[src/rtl/diamond_pkg.sv]
// Package: shared types for the diamond smoothing filter.
// Assumes nothing beyond IEEE 1800-2017.
package diamond_pkg;

    // Border policy for taps that fall outside the frame
    typedef enum logic [0:0] {
        BORDER_REPLICATE = 1'b0,
        BORDER_ZERO      = 1'b1
    } border_e;

    // Window size and fraction bits kept in the accumulator
    localparam int WIN  = 5;
    localparam int FRAC = 7;

endpackage

[src/rtl/diamond_linebuf.sv]
// Module: delay line of exactly DEPTH enabled samples.
// Purpose: holds one image row so that the tap one row above is available.
// Assumes: read happens before write in the same cycle (combinational read).
module diamond_linebuf #(
    parameter int DW    = 8,
    parameter int DEPTH = 64
) (
    input  logic          clk,
    input  logic          rst_n,
    input  logic          en,
    input  logic [DW-1:0] din,
    output logic [DW-1:0] dout
);
    localparam int AW = (DEPTH > 1) ? $clog2(DEPTH) : 1;

    logic [DW-1:0] mem [DEPTH];
    logic [AW-1:0] ptr;

    // Oldest stored sample sits at the pointer
    assign dout = mem[ptr];

    // Circular pointer advances on each accepted sample
    always_ff @(posedge clk) begin
        if (!rst_n) begin
            ptr <= '0;
        end else if (en) begin
            ptr <= (ptr == AW'(DEPTH - 1)) ? '0 : ptr + 1'b1;
        end
    end

    // Storage is written in place of the sample just read
    always_ff @(posedge clk) begin
        if (en) begin
            mem[ptr] <= din;
        end
    end
endmodule

[src/rtl/diamond_raster_track.sv]
// Module: tracks the raster position of the incoming sample and derives the
// position of the window centre, two rows and two columns behind it.
// Assumes: IMG_W >= 3, IMG_H >= 3, frames arrive back to back.
// Counting starts at the first start-of-frame after reset.
module diamond_raster_track #(
    parameter int IMG_W = 64,
    parameter int IMG_H = 48,
    localparam int CW = (IMG_W > 1) ? $clog2(IMG_W) : 1,
    localparam int RW = (IMG_H > 1) ? $clog2(IMG_H) : 1
) (
    input  logic          clk,
    input  logic          rst_n,
    input  logic          in_valid,
    input  logic          in_sof,
    input  logic          in_sol,
    output logic [RW-1:0] ctr_row,
    output logic [CW-1:0] ctr_col,
    output logic          ctr_live
);
    localparam int PRIME = 2 * IMG_W + 2;
    localparam int PCW   = $clog2(PRIME + 1);

    logic [CW-1:0]  nxt_col, cur_col;
    logic [RW-1:0]  nxt_row, cur_row;
    logic           seen;
    logic [PCW-1:0] cnt, cnt_now;

    // Position of the sample on the input, after marker realignment
    always_comb begin
        cur_col = nxt_col;
        cur_row = nxt_row;
        if (in_sof) begin
            cur_col = '0;
            cur_row = '0;
        end else if (in_sol && nxt_col != '0) begin
            cur_col = '0;
            cur_row = (nxt_row == RW'(IMG_H - 1)) ? '0 : nxt_row + 1'b1;
        end
    end

    // Centre position: stream index minus 2*IMG_W+2, wrapped in the frame
    always_comb begin
        int c, r;
        c = int'(cur_col) - 2;
        r = int'(cur_row) - 2;
        if (c < 0) begin
            c = c + IMG_W;
            r = r - 1;
        end
        if (r < 0) begin
            r = r + IMG_H;
        end
        ctr_col = CW'(c);
        ctr_row = RW'(r);
    end

    // Centre is real once enough samples have followed the first frame start
    assign cnt_now  = seen ? cnt : '0;
    assign ctr_live = (seen || in_sof) && (cnt_now >= PCW'(PRIME));

    // Position and priming counters advance on accepted samples
    always_ff @(posedge clk) begin
        if (!rst_n) begin
            nxt_col <= '0;
            nxt_row <= '0;
            seen    <= 1'b0;
            cnt     <= '0;
        end else if (in_valid) begin
            if (cur_col == CW'(IMG_W - 1)) begin
                nxt_col <= '0;
                nxt_row <= (cur_row == RW'(IMG_H - 1)) ? '0 : cur_row + 1'b1;
            end else begin
                nxt_col <= cur_col + 1'b1;
                nxt_row <= cur_row;
            end
            if (seen || in_sof) begin
                seen <= 1'b1;
                if (cnt_now < PCW'(PRIME)) begin
                    cnt <= cnt_now + 1'b1;
                end
            end
        end
    end
endmodule

[src/rtl/diamond_tap_select.sv]
// Module: applies the border policy to the raw 5x5 window.
// Purpose: the raw window holds the stream linearly, so taps past an edge
// hold pixels from a wrapped row or another frame. This module replaces them.
// Assumes: win[i][j] holds the offset (i-2 rows, j-2 columns) from the centre.
module diamond_tap_select
    import diamond_pkg::*;
#(
    parameter int      DW     = 8,
    parameter int      IMG_W  = 64,
    parameter int      IMG_H  = 48,
    parameter border_e BORDER = BORDER_REPLICATE,
    localparam int CW = (IMG_W > 1) ? $clog2(IMG_W) : 1,
    localparam int RW = (IMG_H > 1) ? $clog2(IMG_H) : 1
) (
    input  logic [DW-1:0] win [WIN][WIN],
    input  logic [RW-1:0] ctr_row,
    input  logic [CW-1:0] ctr_col,
    output logic [DW-1:0] eff [WIN][WIN]
);
    // Window index that holds the clamped position along one axis
    function automatic int clamp_idx(int k, int ctr, int lim);
        int p;
        p = ctr + k - 2;
        if (p < 0)       return 2 - ctr;
        if (p > lim - 1) return 2 + (lim - 1) - ctr;
        return k;
    endfunction

    // Whether the position along one axis lies inside the frame
    function automatic bit in_range(int k, int ctr, int lim);
        int p;
        p = ctr + k - 2;
        return (p >= 0) && (p < lim);
    endfunction

    generate
        if (BORDER == BORDER_REPLICATE) begin : g_replicate
            // Replicate: each outside tap reads the nearest edge pixel
            always_comb begin
                for (int i = 0; i < WIN; i++) begin
                    for (int j = 0; j < WIN; j++) begin
                        eff[i][j] = win[clamp_idx(i, int'(ctr_row), IMG_H)]
                                       [clamp_idx(j, int'(ctr_col), IMG_W)];
                    end
                end
            end
        end else begin : g_zero
            // Zero: each outside tap is forced to zero
            always_comb begin
                for (int i = 0; i < WIN; i++) begin
                    for (int j = 0; j < WIN; j++) begin
                        eff[i][j] = (in_range(i, int'(ctr_row), IMG_H) &&
                                     in_range(j, int'(ctr_col), IMG_W))
                                    ? win[i][j] : '0;
                    end
                end
            end
        end
    endgenerate
endmodule

[src/rtl/diamond_sum.sv]
// Module: shift-add evaluation of the diamond kernel.
// Purpose: each nonzero weight 2^-s is applied as a scale by 2^(FRAC-s).
// The sum is exact in units of 2^-FRAC and is truncated once at the end.
// Assumes: unsigned taps; the weights add to 1/4, so the result fits DW bits.
module diamond_sum
    import diamond_pkg::*;
#(
    parameter int DW = 8
) (
    input  logic [DW-1:0] eff [WIN][WIN],
    output logic [DW-1:0] result
);
    localparam int AW = DW + FRAC;

    // Shift amount for one window offset; 0 marks an unused position
    function automatic int shift_of(int dy, int dx);
        int ay, ax;
        ay = (dy < 0) ? -dy : dy;
        ax = (dx < 0) ? -dx : dx;
        if (ay + ax == 0)                         return 3;
        if (ay + ax == 1)                         return 6;
        if (ay == 1 && ax == 1)                   return 7;
        if (ay + ax == 2 && (ay == 0 || ax == 0)) return 7;
        return 0;
    endfunction

    logic [AW-1:0] acc;

    // Exact fixed-point sum of all weighted taps
    always_comb begin
        acc = '0;
        for (int i = 0; i < WIN; i++) begin
            for (int j = 0; j < WIN; j++) begin
                if (shift_of(i - 2, j - 2) != 0) begin
                    acc = acc + (AW'(eff[i][j]) << (FRAC - shift_of(i - 2, j - 2)));
                end
            end
        end
    end

    // Single truncation toward zero to the sample width
    assign result = acc[FRAC +: DW];
endmodule

[src/rtl/diamond_smooth5.sv]
// Module: streaming 5x5 diamond smoothing filter, top level.
// Purpose: four line buffers feed a 5x5 window. The border policy remaps the
// edge taps and a shift-add tree forms the output.
// Timing: the centre at stream index k leaves two cycles after the valid of
// sample k + LAT_SAMPLES. Each stage advances only on in_valid.
// Assumes: IMG_W >= 3, IMG_H >= 3, frames of exactly IMG_W x IMG_H samples.
module diamond_smooth5
    import diamond_pkg::*;
#(
    parameter int      DW     = 8,
    parameter int      IMG_W  = 64,
    parameter int      IMG_H  = 48,
    parameter border_e BORDER = BORDER_REPLICATE
) (
    input  logic          clk,
    input  logic          rst_n,
    input  logic          in_valid,
    input  logic          in_sof,
    input  logic          in_sol,
    input  logic [DW-1:0] in_data,
    output logic          out_valid,
    output logic          out_sof,
    output logic          out_sol,
    output logic [DW-1:0] out_data
);
    localparam int CW          = (IMG_W > 1) ? $clog2(IMG_W) : 1;
    localparam int RW          = (IMG_H > 1) ? $clog2(IMG_H) : 1;
    localparam int NLB         = WIN - 1;
    localparam int LAT_SAMPLES = 2 * IMG_W + 2;
    localparam int LAT_CYCLES  = 2;

    logic [DW-1:0] lb_out  [NLB];
    logic [DW-1:0] col_tap [WIN];
    logic [DW-1:0] win     [WIN][WIN];
    logic [DW-1:0] eff     [WIN][WIN];
    logic [DW-1:0] sum_val;
    logic [RW-1:0] ctr_row, row_q;
    logic [CW-1:0] ctr_col, col_q;
    logic          ctr_live;
    logic          v1, sof1, sol1;

    // Raster position and priming
    diamond_raster_track #(
        .IMG_W(IMG_W),
        .IMG_H(IMG_H)
    ) u_track (
        .clk     (clk),
        .rst_n   (rst_n),
        .in_valid(in_valid),
        .in_sof  (in_sof),
        .in_sol  (in_sol),
        .ctr_row (ctr_row),
        .ctr_col (ctr_col),
        .ctr_live(ctr_live)
    );

    // Chain of line buffers: buffer k delays the stream by (k+1) rows
    generate
        for (genvar k = 0; k < NLB; k++) begin : g_lb
            diamond_linebuf #(
                .DW   (DW),
                .DEPTH(IMG_W)
            ) u_lb (
                .clk  (clk),
                .rst_n(rst_n),
                .en   (in_valid),
                .din  ((k == 0) ? in_data : lb_out[(k == 0) ? 0 : k - 1]),
                .dout (lb_out[k])
            );
            assign col_tap[WIN - 2 - k] = lb_out[k];
        end
    endgenerate
    assign col_tap[WIN - 1] = in_data;

    // Window shift and centre coordinates, stage one
    always_ff @(posedge clk) begin
        if (!rst_n) begin
            v1    <= 1'b0;
            sof1  <= 1'b0;
            sol1  <= 1'b0;
            row_q <= '0;
            col_q <= '0;
            for (int i = 0; i < WIN; i++) begin
                for (int j = 0; j < WIN; j++) begin
                    win[i][j] <= '0;
                end
            end
        end else begin
            v1 <= in_valid && ctr_live;
            if (in_valid) begin
                row_q <= ctr_row;
                col_q <= ctr_col;
                sof1  <= (ctr_row == '0) && (ctr_col == '0);
                sol1  <= (ctr_col == '0);
                for (int i = 0; i < WIN; i++) begin
                    for (int j = 0; j < WIN - 1; j++) begin
                        win[i][j] <= win[i][j + 1];
                    end
                    win[i][WIN - 1] <= col_tap[i];
                end
            end
        end
    end

    // Border remap of the registered window
    diamond_tap_select #(
        .DW    (DW),
        .IMG_W (IMG_W),
        .IMG_H (IMG_H),
        .BORDER(BORDER)
    ) u_sel (
        .win    (win),
        .ctr_row(row_q),
        .ctr_col(col_q),
        .eff    (eff)
    );

    // Shift-add kernel
    diamond_sum #(
        .DW(DW)
    ) u_sum (
        .eff   (eff),
        .result(sum_val)
    );

    // Output register, stage two
    always_ff @(posedge clk) begin
        if (!rst_n) begin
            out_valid <= 1'b0;
            out_sof   <= 1'b0;
            out_sol   <= 1'b0;
            out_data  <= '0;
        end else begin
            out_valid <= v1;
            out_sof   <= v1 && sof1;
            out_sol   <= v1 && sol1;
            if (v1) begin
                out_data <= sum_val;
            end
        end
    end
endmodule

[config.mk]
export PLATFORM = sky130hd
export DESIGN_NAME = diamond_smooth5
export DESIGN_NICKNAME = d
export VERILOG_FILES = /design/src/rtl/diamond_pkg.sv /design/src/rtl/diamond_linebuf.sv /design/src/rtl/diamond_raster_track.sv /design/src/rtl/diamond_tap_select.sv /design/src/rtl/diamond_sum.sv /design/src/rtl/diamond_smooth5.sv
export SDC_FILE = /design/constraint.sdc
export NUM_CORES = 2
export LEC_CHECK = 0
export CORE_MARGIN = 10
export CORE_UTILIZATION = 45
export CTS_BUF_LIST = sky130_fd_sc_hd__clkbuf_4 sky130_fd_sc_hd__clkbuf_8
export DETAILED_ROUTE_END_ITERATION = 8
export GPL_TIMING_DRIVEN = 0
export PLACE_DENSITY = 0.57
export SYNTH_ARGS = -nofsm -noshare
export SYNTH_HDL_FRONTEND = slang
export SYNTH_SLANG_ARGS = --single-unit
[constraint.sdc]
create_clock -name clk -period 12.5 [get_ports clk]
set_clock_uncertainty 0.05 [all_clocks]
set_input_delay 2.5 -clock clk [delete_from_list [all_inputs] [get_ports clk]]
set_output_delay 2.5 -clock clk [all_outputs]
set_load 0.02 [all_outputs]
==> impl_metrics.json <==
{
  "status": "finished with violations",
  "violations": "max-capacitance violations, max-slew violations",
  "fmax_mhz": 83.5,
  "grt_overflow": 0,
  "required_ns": 13.38,
  "numCtsBuffers": 394,
  "final_util_pct": 50.4,
  "fin_cells": 10600,
  "grt_pass1_vias": 66600,
  "synth.distinct_cells": 101,
  "rsz0062_at_grt": "no",
  "hold_viol_final": 0,
  "cts_sinks": 2336,
  "drc_errors": 0,
  "die_x_um": 502,
  "area_delta_synth_final_pct": 11.2,
  "post-cts-setup-buffers": 0,
  "htreeDepth": 5,
  "vias_per_cell": 6.42,
  "end_kind": "register",
  "pwr-share-seq_pct": 46.5,
  "grt_pass1_wl_mm": 524,
  "dpl.hpwl_mm": 266,
  "start_kind": "register",
  "slowest_delay_ns": 0.83,
  "hold_ws_ns": 0.422,
  "p_sw_mw": 5.58,
  "ys_ff_latch": 2336,
  "io_pins": 24,
  "dp.cells": 9927,
  "fin_tns_setup_ns": 0,
  "critPathKind": "register to register",
  "clockBufferDepth": 4,
  "min_path_cells": 2,
  "leakagePower_nw": 37.5,
  "drt_iter0_drc": 8938,
  "routabilityCongestion": 1.08,
  "dieHeight_um": 502,
  "pwr-share-comb_pct": 19.0,
  "die_area_um2": 252000,
  "synth_cells": 6865,
  "power_frac_clock_pct": 34.5,
  "cap_viol_max_count": 1,
  "async_reset_ff_share_pct": 0,
  "critPathArrivalTime_ns": 12.86,
  "cts_tree": "yes",
  "crit_path_top_delay_cell": "clkbuf_1",
  "rrSetupSlack_ns": 0.52,
  "pre_cts_ws_ns": -0.589,
  "r2r-end": "out_data[6]",
  "hold_start": "sol1",
  "intPower_mw": 13.3,
  "syn_avg_cell_area_um2": 15.2,
  "antenna_found_initial": 14,
  "vias": 68200,
  "ys_seq_area_share_pct": 64.4,
  "wl_per_cell_um": 35.6,
  "path_clk_slew_ns": 0.06,
  "start_util_pct": 45.3,
  "synthFlopType": "edfxtp_1",
  "ant_nets": 0,
  "numPortBuffers": 22,
  "slew_violations": 1,
  "wl_mm": 378,
  "grt_max_degree": 66,
  "period_minus_slack_ns": 11.98,
  "core_um2": 230000,
  "cts_root_buffer": "clkbuf_8",
  "grtUsageTotal_pct": 29.3,
  "netlist_area_um2": 104000,
  "powerDensity_nw_per_um2": 163,
  "p_sw_share_pct": 29.5,
  "clkLatencyLatePin_ns": 1.18,
  "synth_fp_nets": 7034,
  "fin_crit_sh_pct": 95.8,
  "max_slew.worst_pin.slew_ns": 1.64,
  "firstDrtPassIters": 7,
  "worstPathMaxFanout": 10,
  "reg2reg_depth": 35,
  "rows": 176,
  "setup_viol": 0,
  "nets": 7468,
  "maxSlewHeadroom_pct": -9.21,
  "holdPathEnd": "sol1",
  "min-delay-path-class": "register to register",
  "drive_gt1_share_pct": 17.6,
  "vdd_drop_max_mv": 0.272,
  "yosysWarnings": 0,
  "r2r_start": "col_q[1]",
  "final.setup.worst_slack_ns": 0.520,
  "synth-edff-count": 2048
}
-- cells by family (layout without fill, tap and decap cells) --
| logic type | after synthesis | in the layout | synth area share [%] |
|---|---|---|---|
| other | 1 | 10 | 0.00359 |
| muxes | 1002 | 1002 | 15.9 |
| AOI/OAI and AO/OA | 1118 | 1118 | 7.70 |
| adders and majority gates | 156 | 156 | 2.41 |
| and+or+nand+nor | 1630 | 1630 | 6.82 |
| buffers and inverters | 569 | 1291 | 2.29 |
| xor gates and xnor gates | 53 | 53 | 0.452 |
| DFF | 2336 | 2336 | 64.4 |
-- cell usage in the layout, fill, tap and decap left out, types with 35 or more instances in the layout --
| master | Yosys | layout |
|---|---|---|
| a21oi_1 | 182 | 180 |
| o22ai_1 | 53 | 53 |
| nand3_1 | 168 | 168 |
| clkinv_1 | 1 | 95 |
| clkbuf_4 | 0 | 135 |
| ha_1 | 81 | 81 |
| fa_1 | 75 | 75 |
| inv_1 | 96 | 96 |
| nor3_1 | 92 | 88 |
| clkbuf_1 | 296 | 287 |
| mux2i_1 | 471 | 471 |
| o21ai_0 | 151 | 150 |
| a22o_1 | 42 | 42 |
| edfxtp_1 | 2048 | 2048 |
| a221oi_1 | 62 | 62 |
| dfxtp_1 | 288 | 288 |
| clkbuf_8 | 0 | 404 |
| nor2_1 | 724 | 723 |
| o221ai_1 | 35 | 35 |
| nand2_1 | 427 | 426 |
| buf_2 | 52 | 63 |
| a22oi_1 | 218 | 218 |
| nand4_1 | 35 | 35 |
| a211oi_1 | 52 | 52 |
| mux4_2 | 526 | 504 |
| buf_1 | 86 | 83 |
| a31oi_1 | 76 | 76 |
-- synthesized netlist by cell type (15+ instances only) --
cell	instances	area share, %
edfxtp_1	2048	59
nor2_1	724	2.6
mux4_2	526	11
mux2i_1	471	4.5
nand2_1	427	1.5
clkbuf_1	296	1.1
dfxtp_1	288	5.5
a22oi_1	218	1.6
a21oi_1	182	0.87
nand3_1	168	0.81
o21ai_0	151	0.72
inv_1	96	0.35
nor3_1	92	0.44
buf_1	86	0.31
ha_1	81	0.97
a31oi_1	76	0.46
fa_1	75	1.4
a221oi_1	62	0.52
o22ai_1	53	0.32
a211oi_1	52	0.37
buf_2	52	0.25
a22o_1	42	0.35
nand4_1	35	0.21
o221ai_1	35	0.29
o211ai_1	31	0.22
xor2_1	31	0.26
nor2b_1	27	0.16
and3_1	26	0.16
buf_4	24	0.17
o2bb2ai_1	22	0.18
xnor2_1	21	0.18
o2111ai_1	20	0.17
and2_1	19	0.11
nand3b_1	17	0.12
nand2b_1	16	0.096
o221ai_2	16	0.23
a21o_1	15	0.11
a32oi_1	15	0.13
o32ai_1	15	0.13
-- layer usage --
metal | vias up | share of wire [%] | global-route usage (%)
met4 | 4 | 4.1 | 10.6
met5 | - | 0.0071 | 0
li1 | 28100 | - | -
met3 | 722 | 10 | 7.69
met1 | 35500 | 43 | 42.4
met2 | 3877 | 43 | 42.9
-- power by group through the flow --
stage	logic (mW)	registers, mW	clock network, mW
finish	3.59	8.81	6.52
global placement	3.50	8.97	0
global route	3.84	8.80	6.99
CTS	3.55	8.80	6.63
floorplan	2.12	8.89	0
detailed placement	3.52	8.97	0
-- final cells by class --
type | instances | area, um2
clock inverters | 145 | 788
fillers | 19600 | 114000
diodes | 9 | 22.5
flip-flops and latches | 2336 | 67300
plain buffers | 471 | 2040
multi-input cells | 3960 | 34900
inverters | 98 | 372
well taps | 3026 | 3790
clock buffers | 539 | 6570
repair buffers | 38 | 415
-- worst max-delay path, delay by kind of cell (launching register included) --
| kind | cells | cell delay [ns] |
|---|---|---|
| compound gates | 12 | 2.91 |
| flops | 1 | 0.45 |
| simple gates | 5 | 1.03 |
| buf+inv | 8 | 3.07 |
| xor+xnor | 1 | 0.16 |
| fa+ha+maj | 9 | 4.12 |
-- flip-flops by register name (all words and copies together) (netlist names), 6 cells and up, named ones only --
register         count
col_q                6
u_track.nxt_col      6
row_q                6
win                200
out_data             7
g_lb.u_lb.ptr       24
u_track.cnt          8
g_lb.u_lb.mem     2048
u_track.nxt_row      6
-- timing repair --
| action | CTS | global route |
|---|---|---|
| setup endpoints to repair | 7 | 5 |
| hold buffers | 0 | 0 |
| pin swaps | 0 | 0 |
| gates cloned | 0 | 0 |
| resized for setup | 3 | 8 |
-- per-stage QoR --
step | cell area, um2 | total power, mW
5_1_grt | 116000 | 19.6
3_3_place_gp | 108000 | 12.5
4_1_cts | 116000 | 19.0
3_5_place_dp | 109000 | 12.5
6_report | 116000 | 18.9
2_1_floorplan | 104000 | 11.0
-- worst max path at each step --
| stage | end | startpoint |
|---|---|---|
| after floorplan | out_data[6] | row_q[1] |
| after global placement | out_data[6] | col_q[1] |
| after detailed placement | out_data[6] | col_q[1] |
| after CTS | out_data[6] | col_q[1] |
| after global routing | out_data[6] | col_q[1] |
| final | out_data[6] | col_q[1] |
No activity file was read; power rests on OpenSTA's default activity.
